<file path="src/rtl/rtg_pkg.sv">
package rtg_pkg;
    // Phase of one raster axis; both axes run the same four phases in order.
    typedef enum logic [1:0] {
        PH_ACTIVE = 2'd0,
        PH_FRONT  = 2'd1,
        PH_SYNC   = 2'd2,
        PH_BACK   = 2'd3
    } phase_t;
endpackage

</file>
<file path="src/rtl/rtg_hblank_reg.sv">
module rtg_hblank_reg #(
    parameter int HB_W   = 9,
    parameter int HB_MIN = 126,
    parameter int HB_MAX = 146,
    parameter int HB_DEF = 136
) (
    input  logic            clk,
    input  logic            rst,
    input  logic [HB_W-1:0] hb_req,
    input  logic            frame_end,
    output logic [HB_W-1:0] hb_cur
);
    logic [HB_W-1:0] hb_clamped;
    logic [HB_W-1:0] hb_q;

    // Limit the request to the supported range.
    always_comb begin
        if (hb_req < HB_W'(HB_MIN))
            hb_clamped = HB_W'(HB_MIN);
        else if (hb_req > HB_W'(HB_MAX))
            hb_clamped = HB_W'(HB_MAX);
        else
            hb_clamped = hb_req;
    end

    // Take the new length only on the last pixel of a frame.
    always_ff @(posedge clk) begin
        if (rst)
            hb_q <= HB_W'(HB_DEF);
        else if (frame_end)
            hb_q <= hb_clamped;
    end

    always_comb hb_cur = hb_q;
endmodule

</file>
<file path="src/rtl/rtg_hseq.sv">
module rtg_hseq
    import rtg_pkg::*;
#(
    parameter int H_ACTIVE = 864,
    parameter int H_FP     = 40,
    parameter int H_SYNC   = 32,
    parameter int HB_W     = 9,
    parameter int X_W      = 10
) (
    input  logic            clk,
    input  logic            rst,
    input  logic [HB_W-1:0] hb_cur,
    output logic [X_W-1:0]  x,
    output phase_t          phase,
    output logic            line_end
);
    localparam int ACT_LAST  = H_ACTIVE - 1;
    localparam int FP_LAST   = ACT_LAST + H_FP;
    localparam int SYNC_LAST = FP_LAST + H_SYNC;

    phase_t         st_q, st_d;
    logic [X_W-1:0] x_q;
    logic [X_W-1:0] last_x;
    logic           at_last;

    assign last_x  = X_W'(ACT_LAST) + X_W'(hb_cur);
    assign at_last = (x_q == last_x);

    // Next-state logic.
    always_comb begin
        st_d = st_q;
        unique case (st_q)
            PH_ACTIVE: if (x_q == X_W'(ACT_LAST))  st_d = PH_FRONT;
            PH_FRONT:  if (x_q == X_W'(FP_LAST))   st_d = PH_SYNC;
            PH_SYNC:   if (x_q == X_W'(SYNC_LAST)) st_d = PH_BACK;
            PH_BACK:   if (at_last)                st_d = PH_ACTIVE;
        endcase
    end

    // State and position register.
    always_ff @(posedge clk) begin
        if (rst) begin
            st_q <= PH_ACTIVE;
            x_q  <= '0;
        end else begin
            st_q <= st_d;
            x_q  <= at_last ? '0 : x_q + 1'b1;
        end
    end

    // Outputs.
    always_comb begin
        x        = x_q;
        phase    = st_q;
        line_end = (st_q == PH_BACK) && at_last;
    end
endmodule

</file>
<file path="src/rtl/rtg_vseq.sv">
module rtg_vseq
    import rtg_pkg::*;
#(
    parameter int V_ACTIVE = 486,
    parameter int V_FP     = 3,
    parameter int V_SYNC   = 5,
    parameter int V_BP     = 6,
    parameter int Y_W      = 9
) (
    input  logic           clk,
    input  logic           rst,
    input  logic           line_end,
    output logic [Y_W-1:0] y,
    output phase_t         phase,
    output logic           frame_end
);
    localparam int ACT_LAST  = V_ACTIVE - 1;
    localparam int FP_LAST   = ACT_LAST + V_FP;
    localparam int SYNC_LAST = FP_LAST + V_SYNC;
    localparam int Y_LAST    = SYNC_LAST + V_BP;

    phase_t         st_q, st_d;
    logic [Y_W-1:0] y_q;
    logic           at_last;

    assign at_last = (y_q == Y_W'(Y_LAST));

    // Next-state logic; the machine moves only on a line boundary.
    always_comb begin
        st_d = st_q;
        if (line_end) begin
            unique case (st_q)
                PH_ACTIVE: if (y_q == Y_W'(ACT_LAST))  st_d = PH_FRONT;
                PH_FRONT:  if (y_q == Y_W'(FP_LAST))   st_d = PH_SYNC;
                PH_SYNC:   if (y_q == Y_W'(SYNC_LAST)) st_d = PH_BACK;
                PH_BACK:   if (at_last)                st_d = PH_ACTIVE;
            endcase
        end
    end

    // State and line register.
    always_ff @(posedge clk) begin
        if (rst) begin
            st_q <= PH_ACTIVE;
            y_q  <= '0;
        end else begin
            st_q <= st_d;
            if (line_end)
                y_q <= at_last ? '0 : y_q + 1'b1;
        end
    end

    // Outputs.
    always_comb begin
        y         = y_q;
        phase     = st_q;
        frame_end = line_end && (st_q == PH_BACK) && at_last;
    end
endmodule

</file>
<file path="src/rtl/raster_timing_gen.sv">
module raster_timing_gen
    import rtg_pkg::*;
#(
    parameter int H_ACTIVE = 864,
    parameter int H_FP     = 40,
    parameter int H_SYNC   = 32,
    parameter int V_ACTIVE = 486,
    parameter int V_FP     = 3,
    parameter int V_SYNC   = 5,
    parameter int V_BP     = 6,
    parameter int HB_MIN   = 126,
    parameter int HB_MAX   = 146,
    parameter int HB_DEF   = 136,
    parameter int HB_W     = 9,
    localparam int X_W     = $clog2(H_ACTIVE + HB_MAX),
    localparam int Y_W     = $clog2(V_ACTIVE + V_FP + V_SYNC + V_BP)
) (
    input  logic            clk,
    input  logic            rst,
    input  logic [HB_W-1:0] hblank_req,
    output logic [X_W-1:0]  pos_x,
    output logic [Y_W-1:0]  pos_y,
    output logic            de,
    output logic            hsync,
    output logic            vsync,
    output logic            sof,
    output logic            vblank
);
    logic [HB_W-1:0] hb_cur;
    logic            line_end;
    logic            frame_end;
    phase_t          h_phase;
    phase_t          v_phase;
    logic [X_W-1:0]  x_w;
    logic [Y_W-1:0]  y_w;

    rtg_hblank_reg #(
        .HB_W(HB_W), .HB_MIN(HB_MIN), .HB_MAX(HB_MAX), .HB_DEF(HB_DEF)
    ) hb_i (
        .clk(clk), .rst(rst), .hb_req(hblank_req),
        .frame_end(frame_end), .hb_cur(hb_cur)
    );

    rtg_hseq #(
        .H_ACTIVE(H_ACTIVE), .H_FP(H_FP), .H_SYNC(H_SYNC),
        .HB_W(HB_W), .X_W(X_W)
    ) hseq_i (
        .clk(clk), .rst(rst), .hb_cur(hb_cur),
        .x(x_w), .phase(h_phase), .line_end(line_end)
    );

    rtg_vseq #(
        .V_ACTIVE(V_ACTIVE), .V_FP(V_FP), .V_SYNC(V_SYNC),
        .V_BP(V_BP), .Y_W(Y_W)
    ) vseq_i (
        .clk(clk), .rst(rst), .line_end(line_end),
        .y(y_w), .phase(v_phase), .frame_end(frame_end)
    );

    always_comb begin
        pos_x  = x_w;
        pos_y  = y_w;
        de     = (h_phase == PH_ACTIVE) && (v_phase == PH_ACTIVE);
        hsync  = (h_phase == PH_SYNC);
        vsync  = (v_phase == PH_SYNC);
        vblank = (v_phase != PH_ACTIVE);
        sof    = (x_w == '0) && (y_w == '0);
    end
endmodule

</file>
<file path="config.mk">
export PLATFORM = sky130hd
export DESIGN_NAME = raster_timing_gen
export DESIGN_NICKNAME = d
export VERILOG_FILES = /design/src/rtl/rtg_pkg.sv /design/src/rtl/rtg_hblank_reg.sv /design/src/rtl/rtg_hseq.sv /design/src/rtl/rtg_vseq.sv /design/src/rtl/raster_timing_gen.sv
export SDC_FILE = /design/constraint.sdc
export NUM_CORES = 1
export LEC_CHECK = 0
export BUFFER_PORTS_ARGS = -buffer_cell sky130_fd_sc_hd__buf_4
export CELL_PAD_IN_SITES_DETAIL_PLACEMENT = 1
export CELL_PAD_IN_SITES_GLOBAL_PLACEMENT = 1
export CORE_ASPECT_RATIO = 0.7
export CORE_UTILIZATION = 42
export CTS_BUF_LIST = sky130_fd_sc_hd__clkbuf_8
export CTS_CLUSTER_SIZE = 20
export DETAILED_ROUTE_END_ITERATION = 16
export PLACE_DENSITY_LB_ADDON = 0.05
export SETUP_SLACK_MARGIN = 0.02
export SYNTH_ARGS = -nofsm -noshare
export SYNTH_HDL_FRONTEND = slang
export SYNTH_SLANG_ARGS = --single-unit
</file>
<file path="constraint.sdc">
create_clock -name clk -period 3.3 [get_ports clk]
set_clock_uncertainty 0.1 [all_clocks]
set_input_delay 0.825 -clock clk [delete_from_list [all_inputs] [get_ports clk]]
set_output_delay 0.825 -clock clk [all_outputs]
set_load 0.02 [all_outputs]
</file>
==> results of run 1 <==
## kinds of logic (layout without fill, tap and decap cells)
family	Yosys count	count (layout)
AND/OR/NAND/NOR	117	117
adder cells (fa/ha/maj)	14	14
multiplexers	10	10
XOR/XNOR	24	24
buffers and inverters	30	63
AO/OA/AOI/OAI	50	50
flip-flops	32	32
## metrics by stage
step | power (uW) | cells | utilization | instance area, um^2 | setup slack (ns)
floorplan | 475 | 277 | - | 2250 | 0.369
global placement | 517 | 371 | 0.519 | 2570 | 0.283
detailed placement | 519 | 371 | 0.519 | 2570 | 0.107
CTS | 835 | 379 | 0.537 | 2670 | 0.0637
global route | 867 | 379 | 0.538 | 2670 | 0.0300
finish | 831 | 379 | 0.538 | 2670 | 0.108
## report_power, final
group / switching, uW / internal [uW]
combinational: 57.4 / 47.1
sequential: 11.9 / 394
clock: 155 / 166
## flip-flops by register name (all words and copies together) (netlist names)
signal and count:
hseq_i.x 10, vseq_i.phase 2, hseq_i.phase 2, hb_i.hb_cur 9
vseq_i.y 9
## worst paths after layout
kind / endpoint / slack (ns) / depth (start not counted)
worst max-delay path: vseq_i.y[6] / 0.11 / 9
worst min register to register: hseq_i.phase[1] / 0.42 / 2
worst min-delay path: hseq_i.phase[1] / 0.42 / 2
worst max register to register: vseq_i.y[6] / 0.11 / 9
## synth_stat cells, types with 2 or more instances
| cell type | n |
|---|---|
| dfxtp_1 | 32 |
| nor2_1 | 32 |
| inv_1 | 15 |
| nand3_1 | 15 |
| ha_1 | 14 |
| clkbuf_1 | 13 |
| xnor2_1 | 13 |
| a21oi_1 | 11 |
| nand2_1 | 11 |
| xor2_1 | 11 |
| nor3_1 | 10 |
| mux2i_1 | 8 |
| nand2b_1 | 7 |
| nor4_1 | 7 |
| and3_1 | 5 |
| nand4_1 | 5 |
| a31oi_1 | 4 |
| o21ai_0 | 4 |
| o31ai_1 | 4 |
| or3_1 | 4 |
| or4_1 | 4 |
| a21o_1 | 3 |
| a311oi_1 | 3 |
| and4_1 | 3 |
| a221oi_1 | 2 |
| and2_1 | 2 |
| mux2_2 | 2 |
| nand3b_1 | 2 |
| nand4b_1 | 2 |
| o21ba_1 | 2 |
## area by class of cell
cell class | instances | area share
timing repair buffer | 40 | 0.112
clock inverter | 2 | 0.00375
tap | 69 | 0.0323
multi-input combinational | 215 | 0.560
sequential | 32 | 0.240
inverter | 15 | 0.0211
clock buffer | 6 | 0.0309
## metal layers
layer,part of all wire,track usage
met5,0,0
met4,0.012,0.0754
met3,0.040,0.0433
met2,0.41,0.367
met1,0.54,0.385
## critical path, stage by stage, from the launching register on
cell	delay (ns)
dfxtp_1	0.42
inv_1	0.09
ha_1	0.28
o21ba_1	0.20
a221oi_1	0.30
a41oi_1	0.12
or3_1	0.47
or4_4	0.57
or3_1	0.39
a21oi_1	0.18
## what timing repair did
item                                    in CTS  in global routing
gates resized for setup                      0                  1
endpoints found under the setup margin       0                  1
hold endpoints to repair                     0                  0
==> impl_metrics.toml, run 1 <==
[grt]
grt_pass1_vias = 2133
grt_pass1_wl_mm = 10.9
antenna_found_initial = 0
grt_overflow = 0
grt_max_degree = 25
grt_usage = 0.256

[timing]
max_freq_mhz = 313
rsz0062_at_grt = "false"
finalSetupViolCount = 0
period_minus_slack_ns = 3.19
slew_headroom = 0.591
hold-worst-slack_ns = 0.422
tightestPinTransition_ns = 0.608
post-route-period-util = 0.967
setup_tns_ns = 0
slew_violations = 0
finalHoldViolations = 0

[worst_setup_path]
r2r-start = "hb_i.hb_cur[0]"
crit_fanout = 6
arrival_ns = 3.31
crit_path_end_kind = "register"
crit_required_ns = 3.42
startpoint = "hb_i.hb_cur[0]"
worst-setup-path-type = "reg2reg"
cp-start-kind = "register"

[clock_network]
cts_root_buffer = "clkbuf_8"
clk_pin_slew_ns = 0.07
htreeDepth = 2
clock_latency_ns = 0.29
numCtsBuffers = 5
post_cts_buffers = 0
clock_sinks = 32
cts_buffer_depth = 2
cts_tree = "yes"
hold_buffers = 0

[flow_run]
drv_cap = 0

[route]
dr.pass1.iters = 4
wl_per_cell_um = 17.6
first_iter_violations = 108
drc = 0
via_count = 2168
drt_wl_total_mm = 6.67
postRouteAntennaNets = 0
vias_per_cell = 5.72

[logic_synthesis]
syn_nets = 302
synth_edf_count = 0
synth_flop_cell = "dfxtp_1"
syn_area_per_cell_um2 = 8.14
synth.cell_area_um2 = 2250
synth_cell_types = 57
synthAdderAreaFrac = 0.0777
syn_inst = 277
yosys.area_share.simple = 0.278
yosysSeqAreaShare = 0.284
synth_top_family_by_area = "simple AND/OR/NAND/NOR gates"
synth_top_area_cell = "dfxtp_1"
synth_xor_area_frac = 0.0933
synth_compound_area_frac = 0.167
ys_ff_latch = 32
muxShareOfSynthArea = 0.0455
ys_warn_count = 0
ys_top_cells_by_area = "dfxtp_1, ha_1, nor2_1"
yosysTopAreaCellShare = 0.284
async_flop_share = 0

[floorplan]
ios = 35
core_um2 = 4970
num_rows = 21
die_w_um = 89.6
initial_core_util = 0.454
die_h_um = 63.3
die-area_um2 = 5670

[placement]
gp_congestion = 0.838
hpwl_mm = 5.09
port_buffers = 34

[layout]
layout_commonest_cell = "buf_4"
n_fill_cell = 619
seq_area_um2 = 641
multi_input_area_um2 = 1500
layout.nets = 334
diodes = 0
layout-drive-gt1-share = 0.184
layout_common_cells = "buf_4, nor2_1, dfxtp_1"
area_growth_pct = 18.5

[pwr]
powerDensity_nw_per_um2 = 311
leakagePower_uw = 0.00103
vdd.ir_drop.worst_v = 0.000210

[status]
run_status = "complete, no violations"

[worst_hold_path]
min_path_type = "reg2reg"
min_from = "hseq_i.phase[1]"
(Power assumes the default switching activity.)
==> run 2, diff against run 1 <==
--- a/config.mk
+++ b/config.mk
@@ -8,7 +8,7 @@
 export BUFFER_PORTS_ARGS = -buffer_cell sky130_fd_sc_hd__buf_4
 export CELL_PAD_IN_SITES_DETAIL_PLACEMENT = 1
 export CELL_PAD_IN_SITES_GLOBAL_PLACEMENT = 1
-export CORE_ASPECT_RATIO = 0.7
+export CORE_ASPECT_RATIO = 1.25
 export CORE_UTILIZATION = 42
 export CTS_BUF_LIST = sky130_fd_sc_hd__clkbuf_8
 export CTS_CLUSTER_SIZE = 20
==> run 2 against run 1 <==
  * Count of clock-buffer cells in the layout did not move
  * Final area fell by 0.98%
  * Critical path depth did not move
  * Fmax rose by 3.1%
  * Worst hold slack got worse by 0.0059 ns
  * Sequential share of layout area rose by 0.24 points
  * Sequential cell count did not move
  * Core utilization fell by 2.1 points
  * Die area barely moved
  * Combinational power fell by 4%
  * Global-route usage fell by 2.8 points
  * First-iteration DRC count fell by 25%
  * Highest routed layer unchanged
==> impl_metrics.toml, run 2 (same netlist as run 1, synthesis figures left out) <==
[status]
run_status = "complete, no violations"

[floorplan]
die_w_um = 67.5
core_um2 = 5120
num_rows = 29
initial_core_util = 0.440
ios = 35
die_h_um = 83.9
die-area_um2 = 5660

[timing]
max_freq_mhz = 323
period_minus_slack_ns = 3.10
slew_headroom = 0.594
slew_violations = 0
tightestPinTransition_ns = 0.600
finalHoldViolations = 0
setup_tns_ns = 0
rsz0062_at_grt = "false"
hold-worst-slack_ns = 0.416
post-route-period-util = 0.938
finalSetupViolCount = 0

[clock_network]
numCtsBuffers = 5
clock_sinks = 32
cts_tree = "yes"
cts_buffer_depth = 2
hold_buffers = 0
clock_latency_ns = 0.28
htreeDepth = 2
cts_root_buffer = "clkbuf_8"
clk_pin_slew_ns = 0.07

[worst_setup_path]
arrival_ns = 3.21
crit_required_ns = 3.42
crit_chain = "inv_1 > ha_1 > o21ba_1 > a221oi_1 > a41oi_1 > or3_1 > or4_4 > or3_1 > a21oi_1"
critPathSlowestCell = "or4_4"
slowest_delay_ns = 0.58
crit_fanout = 6
cpMostUsedCell = "or3_1"
r2r-start = "hb_i.hb_cur[0]"
worst-setup-path-type = "reg2reg"
cp-start-kind = "register"
startpoint = "hb_i.hb_cur[0]"
crit_path_end_kind = "register"

[layout]
instances_no_fill = 370
area_growth_pct = 17.4
largest_reg_flops = 10
final_util = 0.517
layout_common_cells = "buf_4, nor2_1, dfxtp_1"
n_fill_cell = 644
seq_area_um2 = 641
layout_commonest_cell = "buf_4"
multi_input_area_um2 = 1500
layout.nets = 332
diodes = 0
layout-drive-gt1-share = 0.172

[route]
vias_per_cell = 5.74
wl_per_cell_um = 16.2
drt_wl_total_mm = 6.01
dr.pass1.iters = 4
first_iter_violations = 81
postRouteAntennaNets = 0
via_count = 2122
drc = 0

[grt]
grt_max_degree = 25
grt_overflow = 0
grt_pass1_vias = 2029
grt_usage = 0.228
antenna_found_initial = 0
grt_pass1_wl_mm = 9.79

[pwr]
vdd.ir_drop.worst_v = 0.000127
comb_power_share = 0.124
power_uw = 814
internal-power_uw = 604
leakagePower_uw = 0.00102
sequentialPowerShare = 0.499
powerDensity_nw_per_um2 = 308
clock_power_share = 0.378
power_switching_uw = 210
swShare = 0.258

[placement]
dp_cells = 362
gp_congestion = 0.814
hpwl_mm = 4.60
port_buffers = 34

[worst_hold_path]
min_path_type = "reg2reg"
min_from = "hseq_i.phase[1]"

[flow_run]
drv_cap = 0
## run 2: cell types whose count changed in the layout (fill, tap and decap cells not counted), sizes merged
cell    before  now
inv         15   17
clkinv       2    0
buf         40   38
## run 2: power by group through the flow
stage	Sequential, uW	Clock (uW)	Combinational (uW)
2_1_floorplan	416	0	58.3
4_1_cts	406	320	101
6_report	406	307	101
5_1_grt	408	333	111
3_3_place_gp	415	0	99.0
3_5_place_dp	415	0	101
## run 2: final cells by class
| class | count | area share |
|---|---|---|
| multi-input combinational | 215 | 0.565 |
| tap | 62 | 0.0293 |
| clock inverter | 2 | 0.00284 |
| timing repair buffer | 38 | 0.108 |
| clock buffer | 6 | 0.0312 |
| inverter | 15 | 0.0213 |
| sequential | 32 | 0.242 |
## run 2: path summary, 6_finish.rpt
kind                           to  slack, ns  cells after the start
setup / recovery      vseq_i.y[6]       0.20                      9
hold / removal    hseq_i.phase[1]       0.42                      2
setup reg to reg      vseq_i.y[6]       0.20                      9
hold reg to reg   hseq_i.phase[1]       0.42                      2
## run 2: worst max-delay path: cells and delay by family (launching register included)
kind,cells,cell delay (ns)
buffers and inverters,1,0.09
adders and majority gates,1,0.28
DFF,1,0.42
and+or+nand+nor,3,1.43
AOI/OAI and AO/OA,4,0.71
## run 2: through the flow
stage,instance area [um^2],setup WS (ns)
floorplan,2250,0.369
global placement,2550,0.249
detailed placement,2550,0.148
CTS,2640,0.132
global route,2650,0.0306
finish,2650,0.205
## run 2: layer usage
layer	part of all wire	track usage	up-vias	routed length, um
met4	0.014	0.0696	0	86
met2	0.50	0.386	37	3000
li1	-	-	1055	-
met3	0.031	0.0423	9	187
met1	0.46	0.282	1021	2740
met5	0	0	-	0
## run 2: what timing repair did
action / CTS / global route
gates resized for setup: 0 / 1
buffers inserted: 0 / 0
endpoints found under the setup margin: 0 / 1
==> run 3, diff against run 2 <==
--- a/config.mk
+++ b/config.mk
@@ -5,7 +5,6 @@
 export SDC_FILE = /design/constraint.sdc
 export NUM_CORES = 1
 export LEC_CHECK = 0
-export BUFFER_PORTS_ARGS = -buffer_cell sky130_fd_sc_hd__buf_4
 export CELL_PAD_IN_SITES_DETAIL_PLACEMENT = 1
 export CELL_PAD_IN_SITES_GLOBAL_PLACEMENT = 1
 export CORE_ASPECT_RATIO = 1.25
@@ -13,6 +12,7 @@
 export CTS_BUF_LIST = sky130_fd_sc_hd__clkbuf_8
 export CTS_CLUSTER_SIZE = 20
 export DETAILED_ROUTE_END_ITERATION = 16
+export DONT_BUFFER_PORTS = 1
 export PLACE_DENSITY_LB_ADDON = 0.05
 export SETUP_SLACK_MARGIN = 0.02
 export SYNTH_ARGS = -nofsm -noshare
==> run 3 against run 2 <==
  * Combinational power decreased by 30%
  * Non-clock buffer count decreased by 27
  * Sequential power increased by 1%
==> impl_metrics.toml, run 3 (same netlist as run 1, synthesis figures left out) <==
[pwr]
internal-power_uw = 565
sequentialPowerShare = 0.537
power_switching_uw = 200
leakagePower_uw = 0.000877
vdd.ir_drop.worst_v = 0.000131
power_uw = 765
powerDensity_nw_per_um2 = 315
swShare = 0.261
clock_power_share = 0.371
comb_power_share = 0.092

[layout]
layout.nets = 305
layout-drive-gt1-share = 0.0964
layout_common_cells = "nor2_1, dfxtp_1, inv_1"
layout_commonest_cell = "nor2_1"
diodes = 0
largest_reg_flops = 10
area_growth_pct = 7.88

[grt]
antenna_found_initial = 0
grt_max_degree = 25
grt_pass1_vias = 2035
grt_overflow = 0
grt_pass1_wl_mm = 9.71
grt_usage = 0.226

[clock_network]
clock_sinks = 32
post_cts_buffers = 0
cts_buffer_depth = 2
clk_pin_slew_ns = 0.07
htreeDepth = 2
cts_tree = "yes"
cts_root_buffer = "clkbuf_8"
clock_latency_ns = 0.29
numCtsBuffers = 5

[worst_setup_path]
worst-setup-path-type = "reg2reg"
cp-start-kind = "register"
r2r-start = "hb_i.hb_cur[1]"
r2r-end = "vseq_i.y[6]"
crit_required_ns = 3.42
r2r.worst_path.cells = 9
reg2reg_slack_ns = 0.29
crit_fanout = 6
arrival_ns = 3.13
crit_path_end_kind = "register"

[route]
dr.pass1.iters = 4
first_iter_violations = 82
vias_per_cell = 5.89
postRouteAntennaNets = 0
drc = 0
wl_per_cell_um = 17.1
drt_wl_total_mm = 5.85
via_count = 2014

[timing]
rsz0062_at_grt = "false"
finalHoldViolations = 0
slew_violations = 0
max_freq_mhz = 332
period_minus_slack_ns = 3.01
post-route-period-util = 0.912
setup_tns_ns = 0
slew_headroom = 0.524
tightestPinTransition_ns = 0.712
finalSetupViolCount = 0

[status]
run_status = "complete, no violations"

[floorplan]
die_h_um = 83.9
initial_core_util = 0.440
num_rows = 29
core_um2 = 5120
ios = 35
die_w_um = 67.5
die-area_um2 = 5660

[worst_hold_path]
hold_path_depth = 2
whs_endpoint = "hseq_i.phase[1]"
min_path_type = "reg2reg"
min_from = "hseq_i.phase[1]"

[flow_run]
drv_cap = 0

[placement]
port_buffers = 0
hpwl_mm = 4.56
gp_congestion = 0.803
-- run 3: cell count changes in the layout (fill, tap and decap cells not counted), sizes merged --
cell	delta
clkbuf	-1
inv	-1
clkinv	+1
buf	-27
-- run 3: what timing repair did --
action / 4_1_cts / 5_1_grt
resized for setup: 0 / 2
endpoints found under the hold margin: 0 / 0
hold buffers: 0 / 0
endpoints found under the setup margin: 0 / 1
-- run 3: routing by layer --
metal	track usage	routed length, um
met3	0.0505	216
met1	0.269	2640
met5	0	0
met2	0.377	2920
met4	0.0928	83
-- run 3: final cells by class --
class / count / area [um^2]
fillers: 632 / 2690
multi-input cells: 215 / 1500
flip-flops and latches: 32 / 642
repair buffers: 11 / 82.6
well taps: 62 / 77.6
clock buffers: 5 / 68.8
inverters: 15 / 56.3
clock inverters: 2 / 8.76
-- run 3: metrics by stage --
step                cell area [um^2]   util  setup WS (ns)  instances  hold slack, ns
CTS                             2430  0.474          0.164        342           0.433
finish                          2430  0.475          0.289        342           0.427
detailed placement              2350  0.459          0.185        335           0.423
global route                    2430  0.475         0.0713        342           0.463
floorplan                       2250      -          0.369        277           0.382
global placement                2350  0.459          0.257        335           0.408
-- run 3: critical path: stages (launching register included) --
cell and delay (ns):
dfxtp_1 0.42, inv_1 0.06, ha_1 0.26, o21ba_1 0.19, a221oi_1 0.27, a41oi_1 0.10
or3_1 0.46, or4_4 0.58, or3_1 0.36, a21oi_1 0.13
-- run 3: power groups by stage --
stage	sequential, uW	clock (uW)	combinational (uW)
floorplan	416	0	58.3
global placement	420	0	69.2
detailed placement	420	0	71.2
CTS	411	298	71.5
global route	412	309	78.1
finish	410	284	70.2
-- run 3: how the worst max path moves through the flow --
stage	startpoint	end	slack, ns
global placement	hb_i.hb_cur[0]	vseq_i.y[6]	0.26
floorplan	hb_i.hb_cur[0]	vseq_i.y[6]	0.37
detailed placement	hb_i.hb_cur[0]	vseq_i.y[6]	0.18
finish	hb_i.hb_cur[1]	vseq_i.y[6]	0.29
CTS	hb_i.hb_cur[0]	vseq_i.y[6]	0.16
global route	hb_i.hb_cur[1]	vseq_i.y[6]	0.07
